File: src/rtl/dmaerr_pkg.sv
package dmaerr_pkg;
    localparam int REG_W      = 32;
    localparam int LANES      = REG_W / 8;
    localparam int OFF_W      = $clog2(LANES);
    localparam int BIT_FINAL  = 10;
    localparam int BIT_CONT   = 9;
    localparam int BIT_DIRQ   = 8;
    localparam int BIT_LENERR = 2;

    localparam logic [REG_W-1:0] PROT_MASK =
        (REG_W'(1) << BIT_FINAL) | (REG_W'(1) << BIT_CONT) | (REG_W'(1) << BIT_DIRQ);

    typedef enum logic [1:0] {
        SZ_BYTE = 2'b00,
        SZ_HALF = 2'b01,
        SZ_WORD = 2'b10,
        SZ_WRSV = 2'b11
    } acc_size_e;

    typedef enum logic [1:0] {
        RS_RUN    = 2'b00,
        RS_PAUSED = 2'b01,
        RS_RESUME = 2'b10
    } resume_state_e;

    function automatic logic [REG_W-1:0] size_mask(input logic [1:0] sz);
        unique case (acc_size_e'(sz))
            SZ_BYTE: size_mask = REG_W'(32'h0000_00FF);
            SZ_HALF: size_mask = REG_W'(32'h0000_FFFF);
            default: size_mask = '1;
        endcase
    endfunction
endpackage

File: src/rtl/dmaerr_wr_decode.sv
module dmaerr_wr_decode
    import dmaerr_pkg::*;
(
    input  logic [1:0]       size,
    input  logic [OFF_W-1:0] off,
    input  logic [REG_W-1:0] data,
    output logic             qualified,
    output logic             cont_req,
    output logic [REG_W-1:0] data_al,
    output logic [REG_W-1:0] merge_mask,
    output logic [REG_W-1:0] w1c_mask
);
    logic [REG_W-1:0] smask;
    logic [REG_W-1:0] lane_mask;
    logic [4:0]       shamt;

    always_comb begin
        smask     = size_mask(size);
        shamt     = {off, 3'b000};
        data_al   = (data & smask) << shamt;
        lane_mask = smask << shamt;
        qualified = ((off == '0) && (acc_size_e'(size) != SZ_BYTE)) ||
                    ((off == OFF_W'(1)) && (acc_size_e'(size) == SZ_BYTE));
        if (qualified) begin
            merge_mask = lane_mask & ~PROT_MASK;
            w1c_mask   = data_al & (REG_W'(1) << BIT_DIRQ);
            cont_req   = data_al[BIT_CONT];
        end else begin
            merge_mask = lane_mask & ~(REG_W'(1) << BIT_CONT);
            w1c_mask   = '0;
            cont_req   = 1'b0;
        end
    end
endmodule

File: src/rtl/dmaerr_status_store.sv
module dmaerr_status_store
    import dmaerr_pkg::*;
#(
    parameter int STATE_W = 2
) (
    input  logic               clk,
    input  logic               rst_n,
    input  logic               wr_en,
    input  logic [REG_W-1:0]   data_al,
    input  logic [REG_W-1:0]   merge_mask,
    input  logic [REG_W-1:0]   w1c_mask,
    input  logic               eng_xfer_start,
    input  logic               eng_final_set,
    input  logic               eng_len_err_set,
    input  logic               eng_desc_irq_set,
    input  logic               eng_state_load,
    input  logic [STATE_W-1:0] eng_state,
    output logic [REG_W-1:0]   status_q
);
    logic [REG_W-1:0] status_d;

    always_comb begin
        status_d = status_q;
        if (wr_en) begin
            status_d = (status_q & ~merge_mask) | (data_al & merge_mask);
            status_d = status_d & ~w1c_mask;
        end
        if (eng_xfer_start) begin
            status_d[BIT_FINAL]  = 1'b0;
            status_d[BIT_LENERR] = 1'b0;
        end
        if (eng_state_load)   status_d[STATE_W-1:0] = eng_state;
        if (eng_len_err_set)  status_d[BIT_LENERR]  = 1'b1;
        if (eng_final_set)    status_d[BIT_FINAL]   = 1'b1;
        if (eng_desc_irq_set) status_d[BIT_DIRQ]    = 1'b1;
        status_d[BIT_CONT] = 1'b0;
    end

    always_ff @(posedge clk) begin
        if (!rst_n) status_q <= '0;
        else        status_q <= status_d;
    end
endmodule

File: src/rtl/dmaerr_resume_fsm.sv
module dmaerr_resume_fsm
    import dmaerr_pkg::*;
(
    input  logic clk,
    input  logic rst_n,
    input  logic resume_req,
    input  logic pause_set,
    output logic resume_pulse,
    output logic paused
);
    resume_state_e state_q, state_d;

    always_comb begin
        state_d = state_q;
        unique case (state_q)
            RS_RUN:    if (pause_set)  state_d = RS_PAUSED;
            RS_PAUSED: if (resume_req) state_d = RS_RESUME;
            RS_RESUME: state_d = pause_set ? RS_PAUSED : RS_RUN;
            default:   state_d = RS_RUN;
        endcase
    end

    always_ff @(posedge clk) begin
        if (!rst_n) state_q <= RS_RUN;
        else        state_q <= state_d;
    end

    always_comb begin
        resume_pulse = (state_q == RS_RESUME);
        paused       = (state_q == RS_PAUSED);
    end
endmodule

File: src/rtl/dma_err_status_reg.sv
module dma_err_status_reg
    import dmaerr_pkg::*;
#(
    parameter int              MODE_W     = 2,
    parameter logic [MODE_W-1:0] ADV32_MODE = MODE_W'(2),
    parameter int              STATE_W    = 2
) (
    input  logic               clk,
    input  logic               rst_n,
    input  logic               wr_en,
    input  logic [1:0]         wr_off,
    input  logic [1:0]         wr_size,
    input  logic [31:0]        wr_data,
    input  logic [1:0]         rd_off,
    input  logic [1:0]         rd_size,
    output logic [31:0]        rd_data,
    input  logic [MODE_W-1:0]  dma_mode,
    input  logic               eng_xfer_start,
    input  logic               eng_final_set,
    input  logic               eng_len_err_set,
    input  logic               eng_desc_irq_set,
    input  logic               eng_state_load,
    input  logic [STATE_W-1:0] eng_state,
    output logic               resume_pulse,
    output logic               paused
);
    logic             qualified;
    logic             cont_req;
    logic [REG_W-1:0] data_al;
    logic [REG_W-1:0] merge_mask;
    logic [REG_W-1:0] w1c_mask;
    logic [REG_W-1:0] status_q;
    logic             resume_req;

    dmaerr_wr_decode u_dec (
        .size       (wr_size),
        .off        (wr_off),
        .data       (wr_data),
        .qualified  (qualified),
        .cont_req   (cont_req),
        .data_al    (data_al),
        .merge_mask (merge_mask),
        .w1c_mask   (w1c_mask)
    );

    dmaerr_status_store #(.STATE_W(STATE_W)) u_store (
        .clk              (clk),
        .rst_n            (rst_n),
        .wr_en            (wr_en),
        .data_al          (data_al),
        .merge_mask       (merge_mask),
        .w1c_mask         (w1c_mask),
        .eng_xfer_start   (eng_xfer_start),
        .eng_final_set    (eng_final_set),
        .eng_len_err_set  (eng_len_err_set),
        .eng_desc_irq_set (eng_desc_irq_set),
        .eng_state_load   (eng_state_load),
        .eng_state        (eng_state),
        .status_q         (status_q)
    );

    assign resume_req = wr_en && qualified && cont_req && (dma_mode == ADV32_MODE);

    dmaerr_resume_fsm u_fsm (
        .clk          (clk),
        .rst_n        (rst_n),
        .resume_req   (resume_req),
        .pause_set    (eng_desc_irq_set),
        .resume_pulse (resume_pulse),
        .paused       (paused)
    );

    always_comb begin
        rd_data = (status_q >> {rd_off, 3'b000}) & size_mask(rd_size);
    end
endmodule

File: config.mk
export PLATFORM = sky130hd
export DESIGN_NAME = dma_err_status_reg
export DESIGN_NICKNAME = d
export VERILOG_FILES = /design/src/rtl/dmaerr_pkg.sv /design/src/rtl/dmaerr_wr_decode.sv /design/src/rtl/dmaerr_status_store.sv /design/src/rtl/dmaerr_resume_fsm.sv /design/src/rtl/dma_err_status_reg.sv
export SDC_FILE = /design/constraint.sdc
export NUM_CORES = 1
export LEC_CHECK = 0
export ABC_AREA = 0
export BUFFER_PORTS_ARGS = -buffer_cell sky130_fd_sc_hd__buf_2
export CORE_AREA = 2 2 101 103
export DETAILED_ROUTE_END_ITERATION = 16
export DIE_AREA = 0 0 103 105
export HOLD_SLACK_MARGIN = 0.12
export PLACE_DENSITY_LB_ADDON = 0.12
export REMOVE_ABC_BUFFERS = 1
export SYNTH_ARGS = -nofsm -noshare
export SYNTH_HDL_FRONTEND = slang
export SYNTH_SLANG_ARGS = --single-unit
File: constraint.sdc
create_clock -name clk -period 1.55 [get_ports clk]
set_clock_uncertainty 0.05 [all_clocks]
set_input_delay 0.155 -clock clk [delete_from_list [all_inputs] [get_ports clk]]
set_output_delay 0.155 -clock clk [all_outputs]
set_load 0.01 [all_outputs]
==> impl_metrics.ini <==
[run_status]
outcome = finished clean

[routing]
drt-total-wl_um = 8720
vias_per_cell = 4.88
post_drt_wl_per_cell_um = 16.9
dr.pass1.iters = 4
remaining_drc_errors = 0
routed-via-count = 2514
antenna_left = 0
drt_iter0_drc = 71

[global_route]
first_global_vias = 2396
busiest_layer = met2
globalRouteOverflowTotal = 0
global_route_wire_length_before_repair_um = 13400
use_met1 = 0.237
groute.layer.met2.usage = 0.248
grtUsageTotal = 0.163
grt_max_degree = 36
antenna_found_initial = 0
met3_usage = 0.0247

[cts]
numCtsBuffers = 5
cts.sinks = 33
root_buffer = clkbuf_8
clock_pin_slew_on_the_worst_setup_and_hold_paths_ns = 0.07
clock_latency_on_the_worst_skew_pair_ns = 0.29
cts_tree = done
number_of_h_tree_branching_levels = 2
ctsLongestPathBuffers = 2

[timing]
totalNegativeSetupSlack_ns = 0
finalCriticalPeriod_ns = 1.44
hold-worst-slack_ns = 0.124
hold_viol = 0
finalMaxSlewViolations = 0
slew_headroom = 0.594
max_slew.worst_pin.slew_ns = 0.609
grt_setup_unrepaired = false
fin_crit_sh = 0.932
finalSetupViolations = 0
achievable-frequency_ghz = 0.692

[floorplan]
die_w_um = 103
dieHeight_um = 105
coreArea_mm2 = 0.00964
dieArea_mm2 = 0.0108
io_pins = 86
initial_utilization = 0.245
fp-row-count = 36

[setup_path]
rrSetupSlack_ns = 0.27
cp_data_arrival_time_ns = 1.24
crit_path_start_kind = flop
critical_path.most_common_cell = nor2_1
required_ns = 1.34
crit_path_max_incr_delay_ns = 0.36
worstPathCellList = mux2i_2 -> nor2_1 -> a21oi_1 -> nor2_1 -> buf_2
crit_fanout = 4
worst_path_max_delay_cell = dfxtp_1
criticalPathCategory = reg -> out
crit_path_end_kind = primary output

[synthesis]
yosys_most_used_dff = dfxtp_1
ys_top_cells_by_area = dfxtp_1 28%, mux2i_1 12%, a21oi_1 5.5%, nor2_1 5.4%, nor2b_1 4.2%
synth-edff-count = 0
synth_compound_area_frac = 0.299
yosys_register_bits = 33
ys_warn_count = 0
synth-adder-area-share = 0
post_synth_num_cell_types = 44
yosys-mux-area-fraction = 0.159
synth_top_family_by_area = compound AO/OA/AOI/OAI gates
synth.yosys.seq_area_share = 0.279
synth.cell_area_mm2 = 0.00237
yosys.area_share.simple = 0.194
async_flop_share = 0
synthCells = 288
synth_top_cell_by_area = dfxtp_1
synthXorXnorAreaFrac = 0
syn_avg_cell_area_um2 = 8.22
synthDominantCellAreaShare = 0.279

[finish]
design.final.nets = 433
drive_above_1_share = 0.343
num_antenna_cells = 0
n_fill_cell = 1085
syn_to_final_growth_pct = 32.4
finish.instance_area_mm2 = 0.00313

[run]
max_cap_violations = 0

[placement]
place_hpwl_um = 6550
placed_cell_area_mm2 = 0.00298
place.gp.congestion = 0.736
place.port_buffers = 85

[power_and_ir_drop]
cellPowerDensity_mw_per_mm2 = 722
peakVddDrop_mv = 0.277
power.static_leakage_nw = 1.45

[min_path]
min_path_type = in -> reg
==> through the flow <==
| step | cells | setup slack [ns] | util | power (mW) |
|---|---|---|---|---|
| 6_report | 515 | 0.106 | 0.325 | 2.26 |
| 5_1_grt | 515 | 0.0157 | 0.325 | 2.41 |
| 4_1_cts | 515 | 0.0291 | 0.323 | 2.29 |
| 3_5_place_dp | 502 | 0.0545 | 0.309 | 1.62 |
| 3_3_place_gp | 502 | 0.0799 | 0.309 | 1.61 |
| 2_1_floorplan | 263 | 0.201 | - | 1.27 |
==> repair_timing <==
action / in CTS / in global routing
buffers inserted: 0 / 0
hold buffers: 5 / 0
endpoints found under the hold margin: 4 / 0
gates resized for setup: 0 / 4
endpoints found under the setup margin: 0 / 3
==> area by class of cell <==
| cell class | count | area, µm² | area share |
|---|---|---|---|
| Clock inverter | 2 | 10.0 | 0.00320 |
| Timing Repair Buffer | 111 | 658 | 0.210 |
| Multi-Input combinational cell | 229 | 1560 | 0.498 |
| Clock buffer | 6 | 72.6 | 0.0232 |
| Tap cell | 133 | 166 | 0.0531 |
| Sequential cell | 33 | 661 | 0.211 |
| Inverter | 1 | 3.75 | 0.00120 |
==> layer usage <==
layer,vias to the layer above,part of all wire
met1,1178,0.46
li1,1242,-
met2,85,0.46
met3,9,0.069
met4,0,0.012
met5,-,0
==> power breakdown <==
group / total [mW] / internal [mW] / switching, mW
sequential: 0.960 / 0.906 / 0.0536
clock: 0.653 / 0.312 / 0.341
combinational: 0.648 / 0.304 / 0.343
==> logic make-up after synthesis <==
family	count (synthesis)
mux	36
buf+inv	26
flops	33
simple gates	90
compound gates	103
==> placed cells by master (no fill, tap or decap), types with 2 or more instances in the layout <==
cell	synthesis	final
buf_12	0	2
nor3b_2	1	2
o21ai_0	19	19
nand2b_1	2	2
mux2i_1	29	27
and3_1	3	3
a221oi_1	7	7
dlygate4sd3_1	0	5
mux2i_2	0	2
a2bb2oi_1	8	8
o21a_1	3	3
a21oi_1	26	26
and2_1	10	10
dfxtp_1	33	33
buf_2	8	85
nor2b_1	16	16
a211oi_1	8	8
o211a_1	5	5
mux2_4	2	2
mux2_2	5	5
nand2_1	15	15
o21ai_2	3	4
a22oi_1	9	9
buf_4	4	19
nor2_1	34	34
clkbuf_8	0	5
clkinv_2	0	2
a22o_1	5	5
==> critical path: cells and delay by family (launching register included) <==
kind / cells / cell delay (ns)
buffers and inverters: 1 / 0.14
AND/OR/NAND/NOR: 2 / 0.12
flip-flops: 1 / 0.36
AO/OA/AOI/OAI: 1 / 0.13
multiplexers: 1 / 0.21
==> Yosys cell counts (all sizes together) (2+ instances only) <==
cell,count
a2bb2oi,8
nor3b,3
mux2,7
nand2,15
dfxtp,33
a221oi,7
nor2,35
and2,10
nand2b,2
a211oi,8
o21ai,24
o211a,5
a22oi,9
o21a,3
a22o,5
buf,17
a21oi,26
mux2i,29
nor2b,16
clkbuf,8
and3,3
==> path summary, 6_finish.rpt <==
path | start | to | cells past startpoint
setup reg to reg | u_store.status_q[10]$_SDFFE_PN0P_ | u_store.status_q[10]$_SDFFE_PN0P_ | 3
hold reg to reg | u_fsm.state_q[0]$_SDFFE_PN0P_ | u_fsm.state_q[0]$_SDFFE_PN0P_ | 1
setup / recovery | flop | rd_data[10] | 5
hold / removal | eng_state[1] | u_store.status_q[1]$_SDFFE_PN0P_ | 4
Note: power is estimated with default switching activity, not from simulation.
